<file path="src/rtl/gpsc_pkg.sv">
package gpsc_pkg;
    localparam int ADDR_W = 5;

    localparam logic [ADDR_W-1:0] OFS_SET = 5'h00;
    localparam logic [ADDR_W-1:0] OFS_CLR = 5'h04;
    localparam logic [ADDR_W-1:0] OFS_TRI = 5'h08;
    localparam logic [ADDR_W-1:0] OFS_PIN = 5'h0C;
    localparam logic [ADDR_W-1:0] OFS_ARM = 5'h10;

    typedef enum logic [2:0] {
        SEL_SET  = 3'd0,
        SEL_CLR  = 3'd1,
        SEL_TRI  = 3'd2,
        SEL_PIN  = 3'd3,
        SEL_ARM  = 3'd4,
        SEL_NONE = 3'd5
    } reg_sel_e;

    typedef enum logic {
        ARM_GATED = 1'b0,
        ARM_LIVE  = 1'b1
    } arm_state_e;
endpackage

</file>
<file path="src/rtl/gpsc_decode.sv">
module gpsc_decode
    import gpsc_pkg::*;
(
    input  logic [ADDR_W-1:0] addr,
    input  logic              wr,
    input  logic              rd,
    output logic              set_we,
    output logic              clr_we,
    output logic              tri_we,
    output logic              arm_we,
    output logic              pin_rd
);
    reg_sel_e sel;

    always_comb begin
        unique case (addr)
            OFS_SET: sel = SEL_SET;
            OFS_CLR: sel = SEL_CLR;
            OFS_TRI: sel = SEL_TRI;
            OFS_PIN: sel = SEL_PIN;
            OFS_ARM: sel = SEL_ARM;
            default: sel = SEL_NONE;
        endcase
    end

    always_comb begin
        set_we = wr && (sel == SEL_SET);
        clr_we = wr && (sel == SEL_CLR);
        tri_we = wr && (sel == SEL_TRI);
        arm_we = wr && (sel == SEL_ARM);
        pin_rd = rd && (sel == SEL_PIN);
    end
endmodule

</file>
<file path="src/rtl/gpsc_sync.sv">
module gpsc_sync #(
    parameter int WIDTH  = 32,
    parameter int STAGES = 2
) (
    input  logic             clk,
    input  logic             rst_n,
    input  logic [WIDTH-1:0] async_in,
    output logic [WIDTH-1:0] sync_out
);
    logic [WIDTH-1:0] stage_q [STAGES];

    for (genvar g = 0; g < STAGES; g++) begin : g_stage
        always_ff @(posedge clk or negedge rst_n) begin
            if (!rst_n) begin
                stage_q[g] <= '0;
            end else if (g == 0) begin
                stage_q[g] <= async_in;
            end else begin
                stage_q[g] <= stage_q[(g == 0) ? 0 : g - 1];
            end
        end
    end

    assign sync_out = stage_q[STAGES-1];
endmodule

</file>
<file path="src/rtl/gpsc_arm_fsm.sv">
module gpsc_arm_fsm
    import gpsc_pkg::*;
(
    input  logic clk,
    input  logic rst_n,
    input  logic arm_we,
    output logic sample_en
);
    arm_state_e state_q, state_d;

    always_ff @(posedge clk or negedge rst_n) begin
        if (!rst_n) state_q <= ARM_GATED;
        else        state_q <= state_d;
    end

    always_comb begin
        state_d = state_q;
        unique case (state_q)
            ARM_GATED: if (arm_we) state_d = ARM_LIVE;
            ARM_LIVE:  state_d = ARM_LIVE;
        endcase
    end

    always_comb begin
        sample_en = (state_q == ARM_LIVE);
    end
endmodule

</file>
<file path="src/rtl/gpsc_drive_regs.sv">
module gpsc_drive_regs #(
    parameter int N_PINS = 32
) (
    input  logic              clk,
    input  logic              rst_n,
    input  logic              set_we,
    input  logic              clr_we,
    input  logic              tri_we,
    input  logic [N_PINS-1:0] wmask,
    output logic [N_PINS-1:0] lvl_q,
    output logic [N_PINS-1:0] oe_q
);
    logic [N_PINS-1:0] lvl_d, oe_d;

    always_comb begin
        lvl_d = lvl_q;
        oe_d  = oe_q;
        if (set_we) begin
            lvl_d = lvl_q | wmask;
            oe_d  = oe_q | wmask;
        end else if (clr_we) begin
            lvl_d = lvl_q & ~wmask;
            oe_d  = oe_q | wmask;
        end else if (tri_we) begin
            oe_d  = oe_q & ~wmask;
        end
    end

    always_ff @(posedge clk or negedge rst_n) begin
        if (!rst_n) begin
            lvl_q <= '0;
            oe_q  <= '0;
        end else begin
            lvl_q <= lvl_d;
            oe_q  <= oe_d;
        end
    end
endmodule

</file>
<file path="src/rtl/gpsc_read_mux.sv">
module gpsc_read_mux #(
    parameter int N_PINS = 32
) (
    input  logic              clk,
    input  logic              rst_n,
    input  logic              rd,
    input  logic              pin_rd,
    input  logic              sample_en,
    input  logic [N_PINS-1:0] pin_sync,
    output logic [N_PINS-1:0] rdata_q
);
    logic [N_PINS-1:0] rd_val;

    always_comb begin
        rd_val = '0;
        if (pin_rd && sample_en) rd_val = pin_sync;
    end

    always_ff @(posedge clk or negedge rst_n) begin
        if (!rst_n)  rdata_q <= '0;
        else if (rd) rdata_q <= rd_val;
    end
endmodule

</file>
<file path="src/rtl/gpsc_port.sv">
module gpsc_port
    import gpsc_pkg::*;
#(
    parameter int N_PINS      = 32,
    parameter int SYNC_STAGES = 2
) (
    input  logic              clk,
    input  logic              rst_n,
    input  logic [ADDR_W-1:0] addr,
    input  logic [N_PINS-1:0] wdata,
    input  logic              wr,
    input  logic              rd,
    output logic [N_PINS-1:0] rdata,
    input  logic [N_PINS-1:0] pad_in,
    output logic [N_PINS-1:0] pad_oe,
    output logic [N_PINS-1:0] pad_out
);
    logic set_we, clr_we, tri_we, arm_we, pin_rd, sample_en;
    logic [N_PINS-1:0] pin_sync;

    gpsc_decode u_dec (
        .addr   (addr),
        .wr     (wr),
        .rd     (rd),
        .set_we (set_we),
        .clr_we (clr_we),
        .tri_we (tri_we),
        .arm_we (arm_we),
        .pin_rd (pin_rd)
    );

    gpsc_drive_regs #(.N_PINS(N_PINS)) u_drv (
        .clk    (clk),
        .rst_n  (rst_n),
        .set_we (set_we),
        .clr_we (clr_we),
        .tri_we (tri_we),
        .wmask  (wdata),
        .lvl_q  (pad_out),
        .oe_q   (pad_oe)
    );

    gpsc_sync #(.WIDTH(N_PINS), .STAGES(SYNC_STAGES)) u_sync (
        .clk      (clk),
        .rst_n    (rst_n),
        .async_in (pad_in),
        .sync_out (pin_sync)
    );

    gpsc_arm_fsm u_arm (
        .clk       (clk),
        .rst_n     (rst_n),
        .arm_we    (arm_we),
        .sample_en (sample_en)
    );

    gpsc_read_mux #(.N_PINS(N_PINS)) u_rmux (
        .clk       (clk),
        .rst_n     (rst_n),
        .rd        (rd),
        .pin_rd    (pin_rd),
        .sample_en (sample_en),
        .pin_sync  (pin_sync),
        .rdata_q   (rdata)
    );
endmodule

</file>
<file path="config.mk">
export PLATFORM = sky130hd
export DESIGN_NAME = gpsc_port
export DESIGN_NICKNAME = d
export VERILOG_FILES = /design/src/rtl/gpsc_pkg.sv /design/src/rtl/gpsc_decode.sv /design/src/rtl/gpsc_sync.sv /design/src/rtl/gpsc_arm_fsm.sv /design/src/rtl/gpsc_drive_regs.sv /design/src/rtl/gpsc_read_mux.sv /design/src/rtl/gpsc_port.sv
export SDC_FILE = /design/constraint.sdc
export NUM_CORES = 1
export LEC_CHECK = 0
export CAP_MARGIN = 20
export CORE_UTILIZATION = 45
export DETAILED_ROUTE_END_ITERATION = 8
export PLACE_DENSITY = 0.77
export SLEW_MARGIN = 20
export SYNTH_ARGS = -nofsm -noshare
export SYNTH_HDL_FRONTEND = slang
export SYNTH_SLANG_ARGS = --single-unit
</file>
<file path="constraint.sdc">
create_clock -name clk -period 3.7 [get_ports clk]
set_input_delay 1.11 -clock clk [delete_from_list [all_inputs] [get_ports clk]]
set_output_delay 1.11 -clock clk [all_outputs]
set_load 0.01 [all_outputs]
</file>
Word-level counts from Yosys, hierarchy flattened. Index checks and enable logic that the tools add are counted.

Equality and inequality tests: 8. Mux-type cells: 9. Bitwise operators: 6. Div/mod/pow operators: 0. $lt $le $gt $ge: 0. Add/sub/neg operators: 0. Reductions and logical operators: 10. Shift-type cells: 0. $mul: 0.

Operators with widths (count): 32-bit two-way mux (6); 32-bit bitwise AND (2); 32-bit OR (2); 32-bit NOT (1); 3-bit case mux with 5 select lines (1); 5-bit by 4-bit == test with 1-bit output (second input constant) (2); 3-bit by 2-bit == test with 1-bit output (second input constant) (2); 1-bit logical AND (6); 5-bit by 3-bit == test with 1-bit output (second input constant) (1); 5-bit == test (second input constant) (1); 5-bit logical NOT (1); 3-bit by 1-bit == test with 1-bit output (second input constant) (1); 3-bit == test (second input constant) (1); 3-bit logical NOT (1); 3-bit nonzero test (1); 1-bit case mux with 2 select lines (1); 2-bit nonzero test (1); 1-bit two-way mux (1); 1-bit NOT (1).

Output and inout bits: 96. Bits in registers: 161. Input port bits: 73. Logic and storage cells: 39. Memory bits (read-only): 0. Memories kept: 0. Latch bits: 0. Memory bits (writable): 0.

Longest topological paths before layout. Gate-level depths: netlist (run 1).

Word-level depth: 7. Mapped depth: 5. Depth with buffers taken out: 3.

Hierarchy. A second synthesis (run 1) with hierarchy kept.

Cells, all modules: 453. Area, all modules: 5839.4 µm².

By module, submodules not included: gpsc_drive_regs (cells each 208, sequential area each 1601.5 µm², instances 1, area an instance 2498.6 µm²); gpsc_sync (cells each 96, sequential area each 1601.5 µm², instances 1, area an instance 1841.8 µm²); gpsc_read_mux (cells each 139, sequential area each 800.8 µm², instances 1, area an instance 1396.3 µm²); gpsc_decode (cells each 8, sequential area each 0.0 µm², instances 1, area an instance 71.3 µm²); gpsc_arm_fsm (cells each 2, sequential area each 25.0 µm², instances 1, area an instance 31.3 µm²).

Least setup slack after synthesis (run 1). No wires, ideal clock.

Kind: input to register. Start: input port addr[1]. End: register (tool-made name). Required time: 3.576 ns. Path slack: 1.394 ns. Path buffers: 2. Stages: 5. Arrival time: 2.182 ns. Setup time: 0.124 ns. Cells stage by stage: or3b_2 clkbuf_1 clkbuf_1 o31ai_1 nand2_1.

RTL lines: from (decl) (line gpsc_port.sv:9) `input logic [ADDR_W-1:0] addr,`.

==> results of run 1 <==
[logic make-up after synthesis]
family | share of synthesized area
buffers and inverters | 0.0255
and+or+nand+nor | 0.101
AOI/OAI and AO/OA | 0.152
DFF | 0.720
xor gates and xnor gates | 0.00157
[power breakdown]
part,leakage [nW],internal (W),switching (W)
Combinational,1.16,0.000421,0.000332
Clock,0.317,0.00118,0.000706
Sequential,2.01,0.00195,0.000109
[path summary, 6_finish.rpt]
check	start	endpoint	slack, ps	cells after the start
worst max-delay path	addr[3]	flop	1040	4
worst min-delay path	u_sync.stage_q[61]	u_sync.sync_out[29]	350	0
worst max register to register	u_arm.sample_en	u_rmux.rdata_q[0]	2310	4
worst min register to register	u_sync.stage_q[61]	u_sync.sync_out[29]	350	0
max in group asynchronous	rst_n	asynchronous set/reset pin	2170	2
min in group asynchronous	rst_n	u_sync.sync_out[24]	650	1
[through the flow]
stage / util / instances / hold WS, ps / total power [W]
global placement: 0.615 / 736 / 333 / 0.00281
CTS: 0.669 / 768 / 348 / 0.00475
global route: 0.669 / 768 / 350 / 0.00490
floorplan: - / 421 / 331 / 0.00233
finish: 0.669 / 768 / 348 / 0.00470
detailed placement: 0.615 / 736 / 335 / 0.00284
[layer usage]
| metal | GRT usage | share of wire |
|---|---|---|
| met3 | 0.0553 | 0.062 |
| met1 | 0.280 | 0.43 |
| met2 | 0.363 | 0.49 |
| met5 | 0 | 0 |
| met4 | 0.0833 | 0.012 |
[area by class of cell]
| class | instances | area (µm²) |
|---|---|---|
| multi-input combinational | 231 | 1430 |
| inverter | 1 | 3.75 |
| tap | 168 | 210 |
| sequential | 161 | 4030 |
| clock buffer | 19 | 453 |
| clock inverter | 13 | 196 |
| fill | 858 | 3990 |
| timing repair buffer | 175 | 1750 |
[cell usage in the layout, fill, tap and decap left out, drive strengths merged]
cell type,n
o21bai,1
nand2,32
buf,8
and4,1
clkdlybuf4s50,167
o31ai,32
nor4b,1
or3b,1
or4b,1
dfrtp,161
clkinv,2
xnor2,1
clkinvlp,1
bufinv,4
nand2b,33
inv,7
or2,32
a22o,32
o21ai,64
clkbuf,19
==> summary.txt, run 1 <==
Worst setup path
  • CP peak stage delay: 850 ps
  • Slowest-stage cell, CP: or4b_4
  • Worst Path Required: 4020 ps
  • Max FO, Critical Path: 65
  • Cell Chain, Critical Path: clkdlybuf4s50_1 -> or4b_4 -> or2_0 -> o21ai_0
  • CP Capture Type: flop
  • Arrival time worst endpoint: ~3000 ps
  • Worst setup path class: in2reg
  • Setup crit start kind: input pin
  • Delay-heaviest family, CP: simple AND/OR/NAND/NOR gates
  • Bufs and invs on worst path: 1

Synth
  • Most frequent cell after synthesis: dfrtp_1
  • Ys Warns: 0
  • Cell area after synthesis: roughly 5600 µm²
  • Average size of a mapped cell: 13.3 µm²
  • Synth unique cells: 19
  • Ranking of synthesized cells by area: dfrtp_1 72%, a22o_1 5.0%, o31ai_1 4.3%, nand2b_1 3.7%, o21ai_1 3.2%
  • Synthesized Nets: 494
  • Syn Inst Count: ~420
  • Commonest cells in the netlist: 161 x dfrtp_1, 36 x o21ai_1, 33 x nand2b_1
  • Synth Register Bits: between 150 and 200
  • Sequential cell area fraction in the yosys report: 0.720
  • Yosys top cell area share: 0.720
  • Synth Flop Type: dfrtp_1
  • EDFF count, synth: 0
  • Leading area contributor after synthesis: dfrtp_1
  • Asr flop ratio synth: 1.00

Place
  • Number of port buffers: 168
  • Gp weighted congestion: ~0.76
  • Hpwl dp: 8630 µm
  • Setup WS pre-CTS: 639 ps
  • Post-DP Area: between 7000 and 8000 µm²

Finish
  • Ratio of cells with drive above 1 in the final layout: 0.0717
  • ANT cells: 0
  • Final instance area: just over 8000 µm²
  • # nets final: 660
  • Area grow syn2layout: 44.3%

Job
  • Max Cap Violations: 0

Global route
  • Grt ovf: 0
  • GR Util All Layers: 0.220
  • Number of global-route vias before repair: ~4000
  • Largest net degree at the start of global routing: about 70
  • First-pass GRT wire length: 21500 µm
  • Initial antenna violation count: 0

Status
  • Status: complete, no violations

Power
  • Leak Pwr: approximately 3.5 nW
  • Worst VDD drop: approximately 0.30 mV
  • Pwr Density: 583 nW/µm²

STA
  • Rel. slew slack: 0.472
  • Highest clock rate: 0.375 GHz
  • Hold Vio Cnt, Final: 0
  • Tmin final: 2660 ps
  • Setup ws final: about 1000 ps
  • Slew Limit Fails: 0
  • Period utilization: 0.720
  • Unrepaired setup endpoints after global routing: false
  • Worst Tran Pin Value: 792 ps
  • Setup_tns: 0 ps
  • Clk_skew: between 8 and 9 ps
  • Setup-violating endpoint count in the final report: 0

Detailed routing
  • Starting DRT DRC Count: 243
  • Avg WL per Cell: 17.4 µm
  • Final wirelength: 13400 µm
  • Drc violations: 0
  • Vias/cell: ~5
  • First-pass DRT Iterations: 5
  • Via count: 3883
  • ANT nets after route: 0

Floorplanning
  • Die area: ~13000 µm²
  • Core area: 12100 µm²
  • Die Y: ~110 µm
  • Initial core utilization: 0.464
  • I/O pins: 169
  • Die Wd: 114 µm
  • Cell row count: 40

Clock network
  • Worst-skew pair later-pin latency: 410 ps
  • TritonCTS clock tree: done
  • Post-CTS Setup Inserts: 0
  • Clock slew at the register clock pins of the worst setup and hold paths: 60 ps
  • Cells resized by post-CTS repair: 0
  • Clk buf depth: 2
  • CTS buffer count: 17
  • Clock Sinks: 161
  • CTS H-tree lvls: 4
  • Clk root buf: clkbuf_16
  • # hold bufs at CTS: 0

Hold path
  • Worst hold path type: reg2reg
No activity file was read; power rests on OpenSTA's default activity.
==> run 2, diff against run 1 <==
Clock period 3.7 ns to 2.6 ns, I/O delays scaled along.
==> run 2 against run 1 <==
Clock skew is 5.4 ps lower. Core utilization is 0.30 points higher. Non-clock buffer count is 5 higher. Register-to-register slack worse by 1000 ps. Count of clock-buffer cells in the layout stayed put. Sequential power is 42% higher. Setup slack worse by 620 ps. Critical path depth is 1 higher. Combinational power is 43% higher. Sequential cell count stayed put. Final area is 0.45% higher. Highest routed layer unchanged.
==> summary.txt, run 2 (same netlist as run 1, synthesis figures left out) <==
Status
  • Status: complete, no violations

Power
  • Pwr Density: 809 nW/µm²
  • Worst VDD drop: 0.612 mV
  • Leak Pwr: 3.49 nW

Worst setup path
  • CP Capture Type: flop
  • Arrival time worst endpoint: 2510 ps
  • Cell Chain, Critical Path: clkdlybuf4s50_1 -> or4b_4 -> buf_12 -> or2_0 -> o21ai_0
  • Worst setup path class: in2reg
  • Worst Path Required: about 3000 ps
  • Bufs and invs on worst path: 2
  • Delay-heaviest family, CP: simple AND/OR/NAND/NOR gates
  • CP peak stage delay: 580 ps
  • Slowest-stage cell, CP: or4b_4
  • Max FO, Critical Path: 65
  • Setup crit start kind: input pin

Hold path
  • Worst hold path type: in2async

Finish
  • Ratio of cells with drive above 1 in the final layout: 0.0778
  • ANT cells: 0
  • # nets final: 665
  • Area grow syn2layout: 44.9%
  • Post-route insts no fill: between 700 and 800
  • Commonest non-fill, non-tap cell in the layout: clkdlybuf4s50_1
  • Most frequent cells in the layout: 167 x clkdlybuf4s50_1, 161 x dfrtp_1, 36 x o21ai_1

STA
  • Rel. slew slack: 0.670
  • Hold Vio Cnt, Final: 0
  • Highest clock rate: around 0.46 GHz
  • Setup-violating endpoint count in the final report: 0
  • Slew Limit Fails: 0
  • Worst Tran Pin Value: 495 ps
  • Tmin final: between 2000 and 2500 ps
  • Clk_skew: 3.14 ps
  • Setup_tns: 0 ps
  • Period utilization: 0.840
  • Unrepaired setup endpoints after global routing: false

Clock network
  • Clock Sinks: between 150 and 200
  • Clk buf depth: 2
  • Cells resized by post-CTS repair: 0
  • Post-CTS Setup Inserts: 0
  • Worst-skew pair later-pin latency: 410 ps
  • CTS buffer count: 17
  • Clk root buf: clkbuf_16
  • # hold bufs at CTS: 0
  • Clock slew at the register clock pins of the worst setup and hold paths: ~60 ps
  • TritonCTS clock tree: done
  • CTS H-tree lvls: 4

Detailed routing
  • ANT nets after route: 0
  • Via count: around 4000
  • First-pass DRT Iterations: 4
  • Avg WL per Cell: 17.4 µm
  • Final wirelength: around 13000 µm
  • Starting DRT DRC Count: 280
  • Drc violations: 0
  • Vias/cell: 5.12

Floorplanning
  • Die Y: 114 µm
  • Die area: ~13000 µm²
  • I/O pins: 169
  • Die Wd: 114 µm
  • Initial core utilization: 0.464
  • Cell row count: 40
  • Core area: 12100 µm²

Place
  • Inst Count DP: 741
  • Gp weighted congestion: between 0.7 and 0.8
  • Number of port buffers: 168
  • Hpwl dp: 8890 µm

Global route
  • Gr busiest metal: met2
  • Largest net degree at the start of global routing: 66
  • Met3 track demand over resource: 0.0696
  • GR Util All Layers: 0.219
  • Initial antenna violation count: 0
  • Met1 Track Usage GR: 0.284
  • First-pass GRT wire length: 21200 µm
  • Grt met2 use: 0.350
  • Number of global-route vias before repair: 4064
  • Grt ovf: 0

Job
  • Max Cap Violations: 0
run 2: cell types whose count changed in the layout (fill, tap and decap cells not counted):
cell	change
clkinv_2	+1
buf_12	+3
clkinvlp_4	+2
clkinv_4	+2
bufinv_16	-1
inv_8	-1
buf_4	+2
inv_6	-4
run 2: through the flow:
| stage | hold slack [ps] | power (W) | worst slack, ps | cell area, µm² | utilization |
|---|---|---|---|---|---|
| global route | 328 | 0.00682 | 359 | 8110 | 0.672 |
| CTS | 302 | 0.00661 | 449 | 8110 | 0.672 |
| global placement | 333 | 0.00402 | 90.7 | 7500 | 0.622 |
| finish | 294 | 0.00656 | 416 | 8110 | 0.672 |
| detailed placement | 335 | 0.00406 | 43.8 | 7500 | 0.622 |
| floorplan | 331 | 0.00331 | 624 | 5600 | - |
run 2: worst paths after layout:
| path | slack [ps] | cells after the start | start | endpoint |
|---|---|---|---|---|
| setup / recovery | 420 | 5 | addr[3] | flop |
| hold / removal | 290 | 1 | rst_n | u_sync.sync_out[22] |
| setup reg to reg | 1290 | 4 | u_arm.sample_en | u_rmux.rdata_q[18] |
| hold reg to reg | 350 | 0 | u_sync.stage_q[45] | u_sync.sync_out[13] |
| max in group asynchronous | 1590 | 2 | rst_n | asynchronous set/reset pin |
| min in group clk | 350 | 0 | u_sync.stage_q[45] | u_sync.sync_out[13] |
run 2: report_power, final:
group / total [W] / internal (W) / switching (W)
Clock: 0.00254 / 0.00156 / 0.000981
Sequential: 0.00293 / 0.00278 / 0.000153
Combinational: 0.00108 / 0.000609 / 0.000474
Total: 0.00656 / 0.00495 / 0.00161
run 2: area by class of cell:
| cell class | instances | area [µm²] |
|---|---|---|
| Timing Repair Buffer | 180 | 1820 |
| Clock inverter | 12 | 158 |
| Multi-Input combinational cell | 231 | 1430 |
| Clock buffer | 19 | 453 |
| Sequential cell | 161 | 4030 |
| Inverter | 1 | 3.75 |
| Tap cell | 168 | 210 |
| Fill cell | 846 | 3950 |
run 2: worst register-to-register path: stages, from the launching register on:
cell,delay [ps]
dfrtp_1,340
nor4b_1,250
and4_1,280
buf_12,200
a22o_1,170
run 2: per-layer routing:
| metal | up-vias | share of wire |
|---|---|---|
| li1 | 1803 | - |
| met1 | 1989 | 0.44 |
| met2 | 149 | 0.49 |
| met3 | 13 | 0.062 |
| met4 | 0 | 0.010 |
| met5 | - | 0 |
